**src/rtl/tmr_scan_pkg.sv**
```systemverilog
package tmr_scan_pkg;

  typedef enum logic [1:0] {
    INJ_OFF   = 2'd0,
    INJ_CLR   = 2'd1,
    INJ_SET   = 2'd2,
    INJ_INV   = 2'd3
  } inj_kind_e;

  localparam int unsigned NUM_COPIES = 3;
  localparam int unsigned WORDS_PER_CHAIN = 2 * NUM_COPIES;

endpackage

```
**src/rtl/tmr_rst_sync.sv**
```systemverilog
module tmr_rst_sync (
  input  logic clk,
  input  logic rst_n,
  output logic rst_sync_n
);

  logic [1:0] stage_q;

  always_ff @(posedge clk or negedge rst_n) begin
    if (!rst_n) begin
      stage_q <= 2'b00;
    end else begin
      stage_q <= {stage_q[0], 1'b1};
    end
  end

  assign rst_sync_n = stage_q[1];

endmodule

```
**src/rtl/tmr_replica.sv**
```systemverilog
module tmr_replica
  import tmr_scan_pkg::*;
#(
  parameter int unsigned W = 8
) (
  input  logic         clk,
  input  logic         rst_n,
  input  logic         en,
  input  logic [W-1:0] din,
  input  logic [1:0]   fault_code,
  input  logic [W-1:0] fault_mask,
  output logic [W-1:0] raw_q,
  output logic [W-1:0] word_out
);

  localparam logic [W-1:0] ONE = W'(1);

  logic [W-1:0] acc_q;
  logic [W-1:0] acc_d;
  inj_kind_e    kind;

  always_comb begin
    acc_d = acc_q;
    if (en) begin
      acc_d = din + ONE;
    end
  end

  always_ff @(posedge clk or negedge rst_n) begin
    if (!rst_n) begin
      acc_q <= '0;
    end else begin
      acc_q <= acc_d;
    end
  end

  assign kind = inj_kind_e'(fault_code);

  always_comb begin
    unique case (kind)
      INJ_CLR: word_out = acc_q & ~fault_mask;
      INJ_SET: word_out = acc_q | fault_mask;
      INJ_INV: word_out = acc_q ^ fault_mask;
      default: word_out = acc_q;
    endcase
  end

  assign raw_q = acc_q;

endmodule

```
**src/rtl/tmr_voter.sv**
```systemverilog
module tmr_voter #(
  parameter int unsigned W = 8
) (
  input  logic [W-1:0] in_a,
  input  logic [W-1:0] in_b,
  input  logic [W-1:0] in_c,
  output logic [W-1:0] result
);

  always_comb begin
    result = (in_a & in_b) | (in_b & in_c) | (in_a & in_c);
  end

endmodule

```
**src/rtl/tmr_scan_chain.sv**
```systemverilog
module tmr_scan_chain #(
  parameter int unsigned LEN = 48
) (
  input  logic           clk,
  input  logic           rst_n,
  input  logic           capture,
  input  logic           shift,
  input  logic [LEN-1:0] load_vec,
  output logic           sout
);

  logic [LEN-1:0] cells_q;
  logic [LEN-1:0] cells_d;

  always_comb begin
    cells_d = cells_q;
    if (capture) begin
      cells_d = load_vec;
    end else if (shift) begin
      cells_d = {1'b0, cells_q[LEN-1:1]};
    end
  end

  always_ff @(posedge clk or negedge rst_n) begin
    if (!rst_n) begin
      cells_q <= '0;
    end else begin
      cells_q <= cells_d;
    end
  end

  assign sout = cells_q[0];

endmodule

```
**src/rtl/tmr_scan_stage.sv**
```systemverilog
module tmr_scan_stage
  import tmr_scan_pkg::*;
#(
  parameter int unsigned W = 8
) (
  input  logic                       clk,
  input  logic                       rst_n,
  input  logic                       en,
  input  logic [W-1:0]               din,
  input  logic                       capture,
  input  logic                       shift,
  input  logic [2*NUM_COPIES-1:0]    inj_mode,
  input  logic [NUM_COPIES*W-1:0]    inj_mask,
  output logic [W-1:0]               vote_a,
  output logic [W-1:0]               vote_b,
  output logic [W-1:0]               vote_c,
  output logic                       scan_out
);

  localparam int unsigned CHAIN_LEN = WORDS_PER_CHAIN * W;

  logic                       rst_int_n;
  logic [NUM_COPIES*W-1:0]    raw_q;
  logic [NUM_COPIES*W-1:0]    mod_out;
  logic [NUM_COPIES*W-1:0]    vote_bus;
  logic [CHAIN_LEN-1:0]       capture_vec;

  tmr_rst_sync u_rst (
    .clk        (clk),
    .rst_n      (rst_n),
    .rst_sync_n (rst_int_n)
  );

  for (genvar r = 0; r < NUM_COPIES; r++) begin : g_copy
    tmr_replica #(.W(W)) u_rep (
      .clk        (clk),
      .rst_n      (rst_int_n),
      .en         (en),
      .din        (din),
      .fault_code (inj_mode[2*r +: 2]),
      .fault_mask (inj_mask[r*W +: W]),
      .raw_q      (raw_q[r*W +: W]),
      .word_out   (mod_out[r*W +: W])
    );

    tmr_voter #(.W(W)) u_vote (
      .in_a   (mod_out[0 +: W]),
      .in_b   (mod_out[W +: W]),
      .in_c   (mod_out[2*W +: W]),
      .result (vote_bus[r*W +: W])
    );
  end

  assign capture_vec = {vote_bus, mod_out};

  tmr_scan_chain #(.LEN(CHAIN_LEN)) u_chain (
    .clk      (clk),
    .rst_n    (rst_int_n),
    .capture  (capture),
    .shift    (shift),
    .load_vec (capture_vec),
    .sout     (scan_out)
  );

  assign vote_a = vote_bus[0 +: W];
  assign vote_b = vote_bus[W +: W];
  assign vote_c = vote_bus[2*W +: W];

endmodule

```
**config.mk**
```make
export PLATFORM = sky130hd
export DESIGN_NAME = tmr_scan_stage
export DESIGN_NICKNAME = d
export VERILOG_FILES = /design/src/rtl/tmr_scan_pkg.sv /design/src/rtl/tmr_rst_sync.sv /design/src/rtl/tmr_replica.sv /design/src/rtl/tmr_voter.sv /design/src/rtl/tmr_scan_chain.sv /design/src/rtl/tmr_scan_stage.sv
export SDC_FILE = /design/constraint.sdc
export NUM_CORES = 1
export LEC_CHECK = 0
export ABC_AREA = 0
export BUFFER_PORTS_ARGS = -buffer_cell sky130_fd_sc_hd__buf_2
export CORE_ASPECT_RATIO = 1.25
export CORE_MARGIN = 2
export CORE_UTILIZATION = 55
export CTS_BUF_LIST = sky130_fd_sc_hd__clkbuf_2 sky130_fd_sc_hd__clkbuf_4 sky130_fd_sc_hd__clkbuf_8
export CTS_CLUSTER_SIZE = 20
export DETAILED_ROUTE_END_ITERATION = 10
export GPL_TIMING_DRIVEN = 0
export MAX_ROUTING_LAYER = met4
export PLACE_DENSITY = 0.78
export SYNTH_ARGS = -nofsm -noshare
export SYNTH_HDL_FRONTEND = slang
export SYNTH_SLANG_ARGS = --single-unit
```
**constraint.sdc**
```tcl
create_clock -name clk -period 2.9 [get_ports clk]
set_clock_uncertainty 0.1 [all_clocks]
set_input_delay 0.58 -clock clk [delete_from_list [all_inputs] [get_ports clk]]
set_output_delay 0.58 -clock clk [all_outputs]
set_load 0.02 [all_outputs]
```
==> results of run 1 <==
flip-flops by register name, indices dropped and copies added, names as in the netlist:
signal and count:
g_copy.u_rep.raw_q 8, u_chain.cells_q 48, u_rst.stage_q 2
worst reg2reg max path: stages, from the launching register on:
cell and delay (ps):
dfrtp_1 410, inv_4 80, ha_4 270, inv_2 30, mux4_2 500, maj3_2 380, buf_4 170, a21oi_1 150
layout by cell type (no fill, tap or decap), types with 2 or more instances in the layout:
cell | netlist | layout
buf_4 | 16 | 55
buf_6 | 6 | 36
a211oi_1 | 39 | 39
and3_1 | 2 | 2
nand3_1 | 5 | 5
inv_4 | 0 | 8
mux2i_1 | 18 | 18
dfrtp_2 | 0 | 2
clkbuf_1 | 19 | 19
clkbuf_8 | 0 | 11
dfrtp_1 | 58 | 56
maj3_2 | 8 | 8
mux4_2 | 24 | 24
inv_2 | 44 | 52
clkinv_2 | 0 | 3
nor2b_1 | 39 | 39
buf_2 | 1 | 37
clkinv_1 | 6 | 4
nor2_1 | 6 | 6
a21oi_1 | 45 | 45
ha_4 | 0 | 23
ha_1 | 49 | 25
inv_1 | 38 | 24
xor2_1 | 5 | 5
layout make-up:
type | instances | area (um2) | share of cell area (%)
Timing Repair Buffer | 107 | 800 | 13.8
Clock buffer | 12 | 159 | 2.73
Tap cell | 95 | 119 | 2.04
Buffer | 43 | 309 | 5.32
Clock inverter | 3 | 15.0 | 0.258
Sequential cell | 58 | 1450 | 25.0
Inverter | 88 | 350 | 6.03
Multi-Input combinational cell | 245 | 2610 | 44.9
path summary, 6_finish.rpt:
path                                                  to  slack, ps  cells past startpoint
worst max-delay path                           vote_c[6]       -100                      8
worst min-delay path            g_copy[1].u_rep.raw_q[5]        160                      0
worst max register to register       u_chain.cells_q[31]        730                      7
worst min register to register  g_copy[1].u_rep.raw_q[5]        160                      0
max in group asynchronous            u_chain.cells_q[33]       1950                      1
min in group clk                        u_rst.stage_q[1]        260                      0
power groups by stage:
stage	clock, mW	sequential, mW	combinational [mW]
after floorplan	0	1.03	0.697
after global placement	0	1.06	0.897
after detailed placement	0	1.05	0.945
after CTS	0.683	1.03	1.19
after global routing	0.731	1.05	1.42
final	0.695	1.04	1.32
repair_timing:
| action | 4_1_cts | 5_1_grt |
|---|---|---|
| endpoints found under the hold margin | 2 | 0 |
| setup endpoints to repair | 24 | 23 |
| hold buffers | 1 | 0 |
| pin swaps | 13 | 14 |
| setup buffers | 39 | 7 |
| resized for setup | 63 | 39 |
per-layer routing:
| layer | routed length, um | vias up | global-route usage, % |
|---|---|---|---|
| li1 | - | 1680 | - |
| met4 | 385 | 0 | 10.6 |
| met2 | 6180 | 127 | 47.2 |
| met1 | 4400 | 1825 | 29.8 |
| met3 | 445 | 35 | 4.62 |
| met5 | 0 | - | - |
cell families (layout without fill, tap and decap cells):
kind of cell | count (synthesis) | after routing
multiplexers | 42 | 42
adder cells (fa/ha/maj) | 57 | 57
other | 1 | 1
AO/OA/AOI/OAI | 85 | 85
AND/OR/NAND/NOR | 54 | 54
flip-flops | 58 | 58
XOR/XNOR | 6 | 6
buffers and inverters | 131 | 253
metrics by stage:
step / cells / worst slack [ps] / hold WS, ps / power, mW
2_1_floorplan: 434 / 135 / 184 / 1.73
3_3_place_gp: 588 / -63.3 / 242 / 1.95
3_5_place_dp: 589 / -88.1 / 174 / 2.00
4_1_cts: 644 / -26.8 / 178 / 2.91
5_1_grt: 651 / -174 / 207 / 3.21
6_report: 651 / -100 / 163 / 3.05
==> key figures, run 1 <==
Status
  • Status: finished with violations
  • Failing checks: negative setup slack

Power
  • NetSw: 1.06 mW
  • Clock network fraction of total power: 22.8%
  • Max VDD drop: 0.000325 V
  • Lkg Pwr: 2.68 nW
  • Switch share: 34.7%
  • Combinational power share: approximately 43%
  • Int Pwr: approximately 2 mW
  • Seq pwr share: 34.0%
  • Pwr per Cell Area: 526 nW/um2

CTS
  • Htree depth: 3
  • TritonCTS clock tree: done
  • CTS Sinks: just under 60
  • Worst-case clock buffer depth: 2
  • Worst skew pair latency: 350 ps
  • Root buffer cell: clkbuf_8
  • Inserted Clock Buffers: 9
  • Clock transition at path regs: 70 ps

Min path
  • Hold Crit Class: reg -> async

Floorplan
  • Initial core utilization: 56.4%
  • Core area: 7750 um2
  • Chip width: 83.7 um
  • I/O pins: roughly 70
  • Row count: 36
  • Die Y: 104 um
  • Die area: 8670 um2

Critical path
  • Slowest Stage Delay on Critical Path: between 400 and 500 ps
  • Critical path's slowest cell: mux4_2
  • Crit end category: output port
  • Cell family with most CP delay: adder cells
  • Nature of the critical path startpoint: flip-flop
  • CP dominant cell by count: buf_6
  • Worst EP arrival: approximately 2300 ps
  • Worst endpoint required time: 2220 ps
  • Worst setup startpoint: g_copy[1].u_rep.raw_q[6]
  • CP bufs+invs: 5
  • CP Class: reg -> out
  • Critical path fanouts, max: 4
  • Worst path cell trace: buf_6 -> ha_1 -> clkinv_1 -> mux4_2 -> maj3_2 -> inv_2 -> buf_4 -> buf_6
  • Worst R2R Start: g_copy[1].u_rep.raw_q[7]

STA
  • Tmin final: 3000 ps
  • Final setup viols: 20
  • Setup TNS: -1180 ps
  • Setup ws final: -100 ps
  • Period Utilization, post-route: 103%
  • Fin. max-slew vios: 0
  • Fmax: roughly 330 MHz
  • Max-slew headroom: between 50% and 60%
  • Unrepaired setup endpoints after global routing: yes
  • Tightest Pin Transition: about 650 ps
  • Hold Fails Final Rpt: 0

Global routing
  • Vias in the first global route: between 3000 and 4000
  • Maximum number of pins on one net before global-route repair: 35
  • GRT Residual Overflow: 0
  • GRT Util Overall: 26.7%
  • Global-route wire length before repair: about 18 mm
  • Antenna violations before repair: 0

Synthesis
  • XOR/XNOR Fraction of Synth Area: 1.20%
  • Synth warn: 0
  • Post-Syn Area: 4370 um2
  • Top post-synthesis cells by area: dfrtp_1, ha_1, mux4_2
  • Net Count, Synth: 526
  • Mux cell area share after synthesis: roughly 17%
  • Count leader, synth: dfrtp_1
  • Post-synth EDFFs: 0
  • Area leader, netlist: dfrtp_1
  • Compound-gate portion of the synthesized area: 12.0%
  • Yosys cell types: 25
  • Gate count of the mapped netlist: 434
  • Adder-Cell Fraction of Synth Area: 16.1%
  • Share of the synthesized area in the top cell type: 33.2%
  • Combinational family with the most area after synthesis: multiplexers
  • Ys async rst share: 100%
  • Top FF cell, synth: dfrtp_1
  • Synth cell count leaders: dfrtp_1, ha_1, a21oi_1
  • Post-synthesis simple-gate area fraction: 7.19%
  • Sequential fraction of the synthesis area: roughly 33%
  • Syn avg cell area: slightly above 10 um2
  • Seq cells post-synth: 58

Place
  • GPL Wtd Cong: 0.803
  • HPWL after DPL: 7.28 mm
  • IO buf count: 59
  • Placed Area: 4800 um2

Finish
  • Fillers: between 500 and 600
  • Layout area overhead: 33.1%
  • Design area: 5810 um2
  • Ant diodes: 0
  • Post-layout util: 75.0%
  • Final nets: 644
  • Ratio of cells with drive above 1 in the final layout: about 47%

Routing
  • DRC viols: 0
  • Drt pass-1 iters: 4
  • Starting DRT DRC Count: approximately 160
  • WL final: 11.4 mm
  • Average routed wire per standard cell: ~18 um
  • Final ANT Viol Nets: 0
  • DR vias: 3667
  • Routed vias/inst: around 5.6

Run
  • Max Cap Violations: 0
Power figures use the tool's default switching activity.
==> run 2: changes to the inputs <==
==> constraint.sdc (replaced) <==
create_clock -name clk -period 2.9 [get_ports clk]
set_clock_uncertainty 0.1 [all_clocks]
set_input_delay 0.58 -clock clk [delete_from_list [all_inputs] [get_ports clk]]
set_output_delay 0.58 -clock clk [all_outputs]
set_load 0.005 [all_outputs]
==> run 2 against run 1 <==
The flow still finishes with violations (negative setup slack); sequential power about the same; maximum frequency increased by 0.79%; hold slack got worse by 3.4 ps; total power decreased by 3.5%; final cell count is the same.
==> key figures, run 2 (synthesis gave the netlist of run 1 again) <==
Power
  • Max VDD drop: just over 0.0003 V
  • Pwr per Cell Area: between 500 and 600 nW/um2
  • Overall power: 2.95 mW
  • Lkg Pwr: 2.67 nW

STA
  • Fin. max-slew vios: 0
  • Period Utilization, post-route: 103%
  • Final setup viols: 16
  • Tightest Pin Transition: between 600 and 700 ps
  • Unrepaired setup endpoints after global routing: yes
  • Hold WS: 160 ps
  • Tmin final: 2980 ps
  • Fmax: 336 MHz
  • Hold Fails Final Rpt: 0
  • Max-slew headroom: ~57%
  • Setup ws final: -76.8 ps

Finish
  • Final nets: between 600 and 700
  • Fillers: 524
  • Commonest cells after routing, fill and taps aside: dfrtp_1, inv_2, buf_4
  • Non-filler cells, final: 651
  • Max reg flops: 48
  • Layout area overhead: 32.6%
  • Post-layout util: 74.8%
  • Ratio of cells with drive above 1 in the final layout: 47.1%
  • Largest reg by FF count: u_chain.cells_q
  • Ant diodes: 0
  • Commonest non-fill, non-tap cell in the layout: dfrtp_1

CTS
  • Worst-case clock buffer depth: 2
  • Htree depth: 3
  • Clock transition at path regs: 70 ps
  • Root buffer cell: clkbuf_8
  • Worst skew pair latency: 360 ps
  • TritonCTS clock tree: done
  • Inserted Clock Buffers: 9
  • CTS Sinks: 58

Routing
  • Final ANT Viol Nets: 0
  • Average routed wire per standard cell: around 18 um
  • Drt pass-1 iters: 4
  • WL final: ~12 mm
  • DRC viols: 0
  • Routed vias/inst: 5.62
  • DR vias: 3658
  • Starting DRT DRC Count: 183

Floorplan
  • Row count: 36
  • Chip width: around 84 um
  • I/O pins: 68
  • Initial core utilization: 56.4%
  • Die area: 8670 um2
  • Die Y: 104 um
  • Core area: ~7700 um2

Critical path
  • Slowest Stage Delay on Critical Path: a little over 500 ps
  • Worst path cell trace: inv_4 -> ha_4 -> inv_2 -> mux4_2 -> maj3_2 -> inv_2 -> buf_4 -> buf_6
  • Worst R2R Start: g_copy[1].u_rep.raw_q[5]
  • CP Class: reg -> out
  • R2R Setup Slk: 740 ps
  • FF-to-FF path depth: 7
  • Nature of the critical path startpoint: flip-flop
  • Worst flop-to-flop path endpoint: u_chain.cells_q[45]
  • Crit end category: output port
  • Worst EP arrival: 2300 ps
  • Worst endpoint required time: 2220 ps
  • Critical path's slowest cell: mux4_2
  • CP dominant cell by count: inv_2
  • Critical path fanouts, max: 5

Global routing
  • Global-route wire length before repair: 17.4 mm
  • Vias in the first global route: 3678
  • GRT Util Overall: 25.5%
  • GRT Residual Overflow: 0
  • Antenna violations before repair: 0
  • Maximum number of pins on one net before global-route repair: 35

Status
  • Failing checks: negative setup slack
  • Status: finished with violations

Place
  • GPL Wtd Cong: around 0.8
  • IO buf count: 59
  • HPWL after DPL: 7.28 mm
  • DP Worst Slack: -36.8 ps
  • Inst Count DP: 589

Run
  • Max Cap Violations: 0

Min path
  • Hold Crit Class: reg -> async
## run 2: worst max-delay path: cells and delay by family (launching register included)
kind	cells	cell delay, ps
flops	1	410
buf+inv	5	390
mux	1	510
fa+ha+maj	2	640
## run 2: metrics by stage
step / setup TNS, ps / cell area (um2)
2_1_floorplan: 0 / 4370
3_3_place_gp: -39.1 / 4780
3_5_place_dp: -262 / 4800
4_1_cts: -22.1 / 5330
5_1_grt: -1660 / 5790
6_report: -690 / 5790
## run 2: power breakdown
part / leakage [nW] / switching [mW] / internal, mW
clock: 0.0954 / 0.342 / 0.357
sequential: 0.657 / 0.0876 / 0.950
combinational: 1.92 / 0.543 / 0.667
total: 2.67 / 0.972 / 1.97
## run 2: how the worst max path moves through the flow
stage | from | to | slack, ps
6_report | g_copy[1].u_rep.raw_q[3] | vote_b[3] | -80
3_3_place_gp | inj_mask[3] | vote_c[3] | -10
5_1_grt | g_copy[1].u_rep.raw_q[3] | vote_b[3] | -130
3_5_place_dp | inj_mask[18] | vote_c[2] | -40
2_1_floorplan | inj_mask[1] | vote_b[1] | 290
4_1_cts | g_copy[1].u_rep.raw_q[2] | vote_c[2] | -10
## run 2: layer usage
metal / GRT usage, % / share of wire, %
met5: - / 0
met4: 9.91 / 2.5
met3: 3.82 / 4.6
met2: 43.8 / 54
met1: 30.0 / 39
## run 2: what timing repair did
action                                  in CTS  in global routing
endpoints found under the setup margin      24                 22
gates resized for setup                     24                 52
hold buffers                                 1                  0
buffers inserted                            34                 12
hold endpoints to repair                     2                  0
pin swaps                                    9                 16
## run 2: cell type report
type / instances / area (um2) / area share, %
multi-input cells: 245 / 2620 / 45.2
flip-flops and latches: 58 / 1450 / 25.1
repair buffers: 107 / 768 / 13.3
inverters: 88 / 350 / 6.05
plain buffers: 43 / 309 / 5.34
clock buffers: 12 / 159 / 2.74
well taps: 95 / 119 / 2.05
clock inverters: 3 / 15.0 / 0.259
